===== config.mk =====
export PLATFORM = sky130hd
export DESIGN_NAME = bks_sched
export DESIGN_NICKNAME = d
export VERILOG_FILES = /design/src/rtl/bks_pkg.sv /design/src/rtl/bks_sub3.sv /design/src/rtl/bks_mix.sv /design/src/rtl/bks_sched.sv
export SDC_FILE = /design/constraint.sdc
export NUM_CORES = 1
export LEC_CHECK = 0
export ABC_AREA = 0
export ABC_CLOCK_PERIOD_IN_PS = 5500
export BUFFER_PORTS_ARGS = -buffer_cell sky130_fd_sc_hd__buf_2
export CAP_MARGIN = 20
export CELL_PAD_IN_SITES_DETAIL_PLACEMENT = 1
export CELL_PAD_IN_SITES_GLOBAL_PLACEMENT = 1
export CORE_MARGIN = 2
export CORE_UTILIZATION = 44
export CTS_BUF_LIST = sky130_fd_sc_hd__clkbuf_4
export DETAILED_ROUTE_END_ITERATION = 10
export PLACE_DENSITY = 0.9
export RECOVER_POWER = 25
export SYNTH_ARGS = -nofsm -noshare
export SYNTH_HDL_FRONTEND = slang
export SYNTH_SLANG_ARGS = --single-unit

===== constraint.sdc =====
create_clock -name clk_i -period 5.5 [get_ports clk_i]
set_input_delay 1.1 -clock clk_i [delete_from_list [all_inputs] [get_ports clk_i]]
set_output_delay 1.1 -clock clk_i [all_outputs]
set_load 0.005 [all_outputs]

===== src/rtl/bks_pkg.sv =====
package bks_pkg;

    typedef enum logic {
        DIR_UP   = 1'b0,
        DIR_DOWN = 1'b1
    } bks_dir_e;

    typedef enum logic {
        SIDE_RIGHT = 1'b0,
        SIDE_LEFT  = 1'b1
    } bks_side_e;

endpackage


===== src/rtl/bks_sub3.sv =====
// Three-word nonlinear substitution shared with the cipher data path.
module bks_sub3 #(
    parameter int W = 8
) (
    input  logic [W-1:0] a_i,
    input  logic [W-1:0] b_i,
    input  logic [W-1:0] c_i,
    output logic [W-1:0] o0_o,
    output logic [W-1:0] o1_o,
    output logic [W-1:0] o2_o
);
    logic [W-1:0] x;
    logic [W-1:0] y;
    logic [W-1:0] z;

    always_comb begin
        x    = (c_i & b_i) ^ a_i;
        y    = (c_i & x) ^ b_i;
        z    = (y | x) ^ c_i;
        o0_o = {x[0], x[W-1:1]};
        o1_o = y;
        o2_o = {z[W-2:0], z[W-1]};
    end
endmodule


===== src/rtl/bks_mix.sv =====
// Derives the update of one key half from the other: counter injection into
// word 0, grouped substitution, output placement shifted up one word.
module bks_mix #(
    parameter int W      = 8,
    parameter int NWORDS = 6,
    parameter int CNT_W  = 7
) (
    input  logic [NWORDS*W-1:0] src_i,
    input  logic [NWORDS*W-1:0] dst_i,
    input  logic [CNT_W-1:0]    cnt_i,
    output logic [NWORDS*W-1:0] nxt_o
);
    localparam int NGROUPS = NWORDS / 3;

    logic [CNT_W+W-1:0] cnt_ext;
    logic [W-1:0]       inj;
    logic [W-1:0]       sw [NWORDS];
    logic [W-1:0]       ow [NWORDS];

    assign cnt_ext = {{W{1'b0}}, cnt_i};
    assign inj     = cnt_ext[W-1:0];

    for (genvar j = 0; j < NWORDS; j++) begin : g_word
        if (j == 0) begin : g_inj
            assign sw[j] = src_i[j*W +: W] + inj;
        end else begin : g_pass
            assign sw[j] = src_i[j*W +: W];
        end
        assign nxt_o[((j + 1) % NWORDS)*W +: W] =
            dst_i[((j + 1) % NWORDS)*W +: W] ^ ow[j];
    end

    for (genvar g = 0; g < NGROUPS; g++) begin : g_grp
        bks_sub3 #(.W(W)) sub_i (
            .a_i  (sw[3*g]),
            .b_i  (sw[3*g+1]),
            .c_i  (sw[3*g+2]),
            .o0_o (ow[3*g]),
            .o1_o (ow[3*g+1]),
            .o2_o (ow[3*g+2])
        );
    end
endmodule


===== src/rtl/bks_sched.sv =====
module bks_sched
    import bks_pkg::*;
#(
    parameter int W      = 8,
    parameter int NWORDS = 6,
    parameter int MID    = 47,
    parameter int HALF_W = NWORDS * W,
    parameter int CNT_W  = ($clog2(MID + 1) > 7) ? $clog2(MID + 1) : 7
) (
    input  logic                clk_i,
    input  logic                rst_ni,
    input  logic                load_i,
    input  logic [2*HALF_W-1:0] key_i,
    input  logic                adv_i,
    output logic [HALF_W-1:0]   rkey_o,
    output logic [CNT_W-1:0]    cnt_o,
    output logic                down_o
);
    localparam logic [CNT_W-1:0] CNT_ONE = CNT_W'(1);
    localparam logic [CNT_W-1:0] CNT_MID = CNT_W'(MID);

    typedef struct packed {
        logic [HALF_W-1:0] right;
        logic [HALF_W-1:0] left;
        bks_side_e         act;
        logic [CNT_W-1:0]  cnt;
        bks_dir_e          dir;
    } bks_state_t;

    bks_state_t st_d, st_q;

    logic              turn_down;
    logic              finished;
    bks_side_e         src_side;
    logic [HALF_W-1:0] mix_src;
    logic [HALF_W-1:0] mix_dst;
    logic [CNT_W-1:0]  mix_cnt;
    logic [HALF_W-1:0] mix_nxt;

    // Operand selection for the single substitution unit.
    always_comb begin
        turn_down = (st_q.dir == DIR_DOWN) || (st_q.cnt == CNT_MID);
        finished  = (st_q.dir == DIR_DOWN) && (st_q.cnt == CNT_ONE);
        src_side  = turn_down ? bks_side_e'(~st_q.act) : st_q.act;
        mix_cnt   = turn_down ? (st_q.cnt - CNT_ONE) : st_q.cnt;
        mix_src   = (src_side == SIDE_RIGHT) ? st_q.right : st_q.left;
        mix_dst   = (src_side == SIDE_RIGHT) ? st_q.left  : st_q.right;
    end

    bks_mix #(.W(W), .NWORDS(NWORDS), .CNT_W(CNT_W)) mix_i (
        .src_i (mix_src),
        .dst_i (mix_dst),
        .cnt_i (mix_cnt),
        .nxt_o (mix_nxt)
    );

    always_comb begin
        st_d = st_q;
        if (load_i) begin
            st_d.right = key_i[HALF_W-1:0];
            st_d.left  = key_i[2*HALF_W-1:HALF_W];
            st_d.act   = SIDE_RIGHT;
            st_d.cnt   = CNT_ONE;
            st_d.dir   = DIR_UP;
        end else if (adv_i && !finished) begin
            if (src_side == SIDE_RIGHT) begin
                st_d.left = mix_nxt;
            end else begin
                st_d.right = mix_nxt;
            end
            st_d.act = bks_side_e'(~st_q.act);
            st_d.cnt = mix_cnt + (turn_down ? '0 : CNT_ONE);
            st_d.dir = turn_down ? DIR_DOWN : DIR_UP;
        end
    end

    always_ff @(posedge clk_i or negedge rst_ni) begin
        if (!rst_ni) begin
            st_q <= '{right: '0, left: '0, act: SIDE_RIGHT, cnt: CNT_ONE, dir: DIR_UP};
        end else begin
            st_q <= st_d;
        end
    end

    assign rkey_o = (st_q.act == SIDE_RIGHT) ? st_q.right : st_q.left;
    assign cnt_o  = st_q.cnt;
    assign down_o = (st_q.dir == DIR_DOWN);
endmodule


* Word level (Yosys, flattened, before mapping) *
Cells that the tools add are included.
Widths: inputs -> output; s select.

word-level totals
  flip-flop bits (word level) = 105
  input bits = 100
  logic and storage cells = 49
  output and inout bits = 56

operators by class
  equality and inequality tests = 3
  reduce and logical (&&, ||, !) cells = 8
  bitwise gates (word level) = 19
  add/subtract/negate cells = 3
  multiplexer cells = 11

operators with widths
  kind                 count
  $mux 48              5
  $mux 105             2
  $xor 8x8->8          12
  $and 8x8->8          4
  $or 8x8->8           2
  $add 8x7->8          1
  $add 7x1->7          1
  $eq 7x1->1 const B   1
  $eq 7x6->1 const B   1
  $mux 7               1
  $sub 7x1->7 const B  1
  $reduce_and 2->1     2
  $reduce_bool 2->1    2
  $mux 1               3
  $logic_and 1x1->1    2
  $ne 2x2->1 const B   1
  $logic_not 1->1      1
  $logic_or 1x1->1     1
  $not 1->1            1

* Logic depth before layout (Yosys ltp) *
  depth after elaboration = 14
  depth in mapped cells = 19

* Hierarchy *
A second synthesis with hierarchy kept.

second synthesis, totals
  cells, all modules = 859
  area total of the unflattened synthesis = 8,424.3 µm²

by module, submodules not included
  module     area an instance (µm²)  cells each  times used
  bks_sched  7,054.3                 693         1
  bks_mix    729.4                   86          1
  bks_sub3   320.3                   40          2

* Least setup slack after synthesis *
OpenSTA, ideal clock, no wires.

  path type = reg2reg
  start point = register st_q, in the netlist cnt_o[0]
  end point = register st_q[88] (netlist bit)
  required time = 5.368 ns
  slack = 1.350 ns
  arrival time = 4.018 ns
  setup time = 0.132 ns
  cell stages (with the launch flop) = 20
  clock period less this slack = 4.150 ns
  cell sequence = dfstp_2 -> ha_1 -> nor4bb_4 -> buf_6 -> a211o_2 -> nand2_2 -> buf_6 -> buf_2 -> clkbuf_1 -> nand2_1 -> nand2_1 -> ha_1 -> fa_1 -> and3_1 -> o211a_1 -> a211oi_1 -> o211ai_1 -> xnor2_1 -> mux2i_1 -> o21ai_1

between the ends
  word-level cells in the longest chain between the ends = 14
  elaborated cells between the ends (all ways) = 25
  those cells by class = 2 x add/sub; 2 x eq/ne; 7 x mux; 7 x bitwise; 7 x reduce/logical

ends and longest elaborated chain
  what                                                                  RTL line         RTL
  start: declaration                                                    bks_sched.sv:30  bks_state_t st_d, st_q;
  start signal: assignment                                              bks_sched.sv:79  st_q <= '{right: '0, left: '0, act: SIDE_RIGHT, cnt: CNT_ONE, dir: DIR_UP};
  start signal: assignment                                              bks_sched.sv:81  st_q <= st_d;
  parallel branches: the longest is 14 deep, another holds $add 8x7->8  -

Several ways; the timed one is not identified. The select of a mux whose other input is x is not followed.
A chain may end at the register's enable or synchronous reset.

* Worst setup path in the final report *
Same ends and word-level chain as after synthesis.

==> flow_summary.rst <==
.. list-table::
   :header-rows: 1

   * - Metric
     - Value
   * - Result of the run
     - finished with violations
   * - Violations in the final reports
     - max-capacitance violations, max-slew violations
   * - Class of the most critical hold timing path
     - flop to flop
   * - Fin area
     - 10250 um2
   * - Cell type with the highest aggregate area in the netlist
     - dfrtp_1
   * - Mapped Avg Cell Area
     - 8.018 um2
   * - Pin count of the biggest net entering global routing
     - 109
   * - Number of enable-type register cells in the synthesized netlist
     - 0
   * - Total grt overflow
     - 0
   * - Drt first pass iters
     - 5
   * - Clock edge transition at the registers on the reported setup and hold paths
     - 0.17 ns
   * - Nets
     - 1347
   * - CTS Hold Bufs
     - 0
   * - Post-synthesis register bit count
     - 105
   * - Maximum fanout count along the critical path
     - 25
   * - Number of core rows
     - 53
   * - Sort of element at the end of the critical path
     - flop
   * - Post-Place Cells
     - 1498
   * - Post-placement worst setup slack
     - 0.7662 ns
   * - Setup ws final
     - 0.6947 ns
   * - RSZ-0062 raised after global routing
     - false
   * - Worst-case clock buffer depth
     - 2
   * - Half-perimeter wire length after detailed placement
     - 23730 um
   * - Number of CTS-inserted buffers
     - 9
   * - Kind of cell with the highest combined delay on the critical path
     - compound AO/OA/AOI/OAI gates
   * - Number of DRC violations after detailed routing
     - 0
   * - Core Area
     - 21020 um2
   * - I/O pins
     - 156
   * - Minimum clock period after layout
     - 4.805 ns
   * - Total vias in the final route
     - 9358
   * - Vias in the first global route
     - 9622
   * - Die Footprint
     - 22620 um2
   * - Total global-route track usage
     - 29.32%
   * - Worst Tran Pin Value
     - 3.654 ns
   * - IR drop worst, VDD
     - 135.8 uV
   * - Top FF cell, synth
     - dfrtp_1
   * - Most numerous cell types in the synthesized netlist
     - nand2_1, dfrtp_1, clkbuf_1
   * - Fraction of layout cells with a size suffix above 1
     - 20.45%
   * - Final hold slack
     - 0.6656 ns
   * - Period utilisation layout
     - 87.37%
   * - Htree depth
     - 3
   * - Via count normalized by instance count
     - 6.185
   * - Proportion of synthesized flip-flops having asynchronous set or reset
     - 100.0%
   * - Power Dens Cells
     - 292.0 nW/um2
   * - Most frequently used cell type in the post-synthesis netlist
     - nand2_1
   * - Fin cells
     - 1513
   * - Port buffer count
     - 155
   * - Total cell area at the placement stage
     - 10130 um2
   * - Global placer's final weighted congestion
     - 0.9156
   * - Final setup violation count
     - 0
   * - Portion of the post-synthesis area used by sequential elements
     - 27.88%
   * - Clock Latency Late Sink
     - 0.53 ns
   * - Final antenna-violating net count
     - 0
   * - Number of clock sinks
     - 105
   * - Achievable clock frequency
     - 0.2081 GHz
   * - Synth Instances
     - 1176
   * - Area growth from synthesis to final layout
     - 8.705%
   * - Count of unique library cells instantiated by Yosys
     - 77
   * - Net Count, Synth
     - 1289
   * - Category of the most critical setup path
     - flop to flop
   * - Clock tree from TritonCTS
     - yes
   * - Initial standard-cell utilization of the core
     - 44.85%
   * - Drt initial violations
     - 611
   * - Clock root buffer
     - clkbuf_4
   * - Slowest cell on the critical path
     - dfstp_2
   * - Pleak
     - 4.389 nW
   * - Total standard cell area after synthesis
     - 9429 um2
   * - Slew Limit Headroom
     - -143.6%
   * - Final hold violation count
     - 0
   * - Number of antenna violations at the first check in global routing
     - 1
   * - Wire per inst
     - 21.88 um
   * - Die boundary height
     - 150.4 um
   * - Area share of the largest cell type after synthesis
     - 27.60%
   * - First-pass GRT wire length
     - 51880 um
   * - Arrival time of the worst setup path
     - 5.20 ns
   * - Count of buffering cells on the critical path with inverters included
     - 1
   * - Critical path data required time
     - 5.90 ns
   * - Delay of the slowest cell on the worst path
     - 0.65 ns
   * - Post-CTS sizing
     - 0
   * - Max capacitance violation total
     - 1
   * - Critical path launch point type
     - flop
   * - Top post-synthesis cells by area
     - dfrtp_1, xnor2_1, nand2_1
   * - Yosys warns
     - 0
   * - Total Routed Length
     - 33100 um
   * - Number of buffers added for setup after CTS
     - 0
   * - Cell Chain, Critical Path
     - ha_1 -> nor4bb_4 -> a211o_2 -> nand2_2 -> buf_4 -> nand2_1 -> nand2_1 -> ha_1 -> nor2b_1 -> a221o_1 -> a211oi_1 -> o211ai_1 -> xnor2_1 -> mux2i_1 -> o21ai_1
   * - Final Skew
     - 0.01622 ns
   * - Number of max-slew violations in the final report
     - 65
   * - Total negative slack
     - 0 ns
   * - Die X-Extent
     - 150.4 um
## sequential cells by signal, summed over array words and instances, names as in the netlist
register	flops
cnt_o	7
down_o	1
st_q	97
## power breakdown
group | switching [mW] | total (mW) | internal (mW)
clock | 0.286 | 0.423 | 0.137
sequential | 0.302 | 1.19 | 0.888
combinational | 0.741 | 1.38 | 0.638
total | 1.33 | 2.99 | 1.66
## worst paths after layout
| path | startpoint | endpoint | slack (ns) | cells after the start |
|---|---|---|---|---|
| max | cnt_o[0]$_DFFE_PN1P_ | st_q[88]$_DFFE_PN0P_ | 0.69 | 15 |
| min | cnt_o[0]$_DFFE_PN1P_ | cnt_o[0]$_DFFE_PN1P_ | 0.67 | 2 |
| max reg2reg | cnt_o[0]$_DFFE_PN1P_ | st_q[88]$_DFFE_PN0P_ | 0.69 | 15 |
| min reg2reg | cnt_o[0]$_DFFE_PN1P_ | cnt_o[0]$_DFFE_PN1P_ | 0.67 | 2 |
| max in group asynchronous | rst_ni | st_q[72]$_DFFE_PN0P_ | 1.13 | 2 |
| min in group asynchronous | rst_ni | st_q[8]$_DFFE_PN0P_ | 1.80 | 1 |
## kinds of logic after synthesis
family | after synthesis | synth area share, %
buffers and inverters | 142 | 6.476
AOI/OAI and AO/OA | 278 | 19.10
and+or+nand+nor | 411 | 21.22
adders and majority gates | 13 | 1.805
muxes | 116 | 13.22
DFF | 105 | 27.88
xor gates and xnor gates | 111 | 10.31
## metal layers
metal | share of wire, % | track usage, % | vias up
met5 | 0 | 0 | -
met4 | 3.9 | 13.02 | 0
met3 | 6.8 | 4.424 | 70
met2 | 48 | 48.36 | 378
met1 | 42 | 38.02 | 4670
li1 | - | - | 4240
## worst min-delay path, cell delays in order (launching register included)
cell	delay (ns)
dfstp_2	0.45
xnor2_1	0.18
nand2b_1	0.06
## through the flow
step	util [%]	power [mW]
2_1_floorplan	-	2.109
3_3_place_gp	48.20	2.477
3_5_place_dp	48.20	2.551
4_1_cts	48.78	2.982
5_1_grt	48.76	3.177
6_report	48.76	2.992
## layout make-up
cell class	instances	area (um2)
Inverter	21	78.83
Timing Repair Buffer	168	875.8
Antenna cell	1	2.502
Clock inverter	4	46.29
Sequential cell	105	2630
Tap cell	275	344.1
Clock buffer	10	75.07
Fill cell	2628	10770
Multi-Input combinational cell	929	6197
## cells in the final DEF (no fill, tap or decap), types with 35 or more instances in the layout
cell | netlist | routed
mux2i_1 | 60 | 60
nor2_1 | 63 | 63
nand2_1 | 176 | 176
a21oi_1 | 42 | 42
xnor2_1 | 82 | 82
buf_2 | 20 | 153
o21ai_1 | 63 | 63
dfrtp_1 | 104 | 103
nor3_1 | 35 | 35
mux2_2 | 49 | 49
o21ai_0 | 36 | 36
Power figures use the tool's default switching activity.
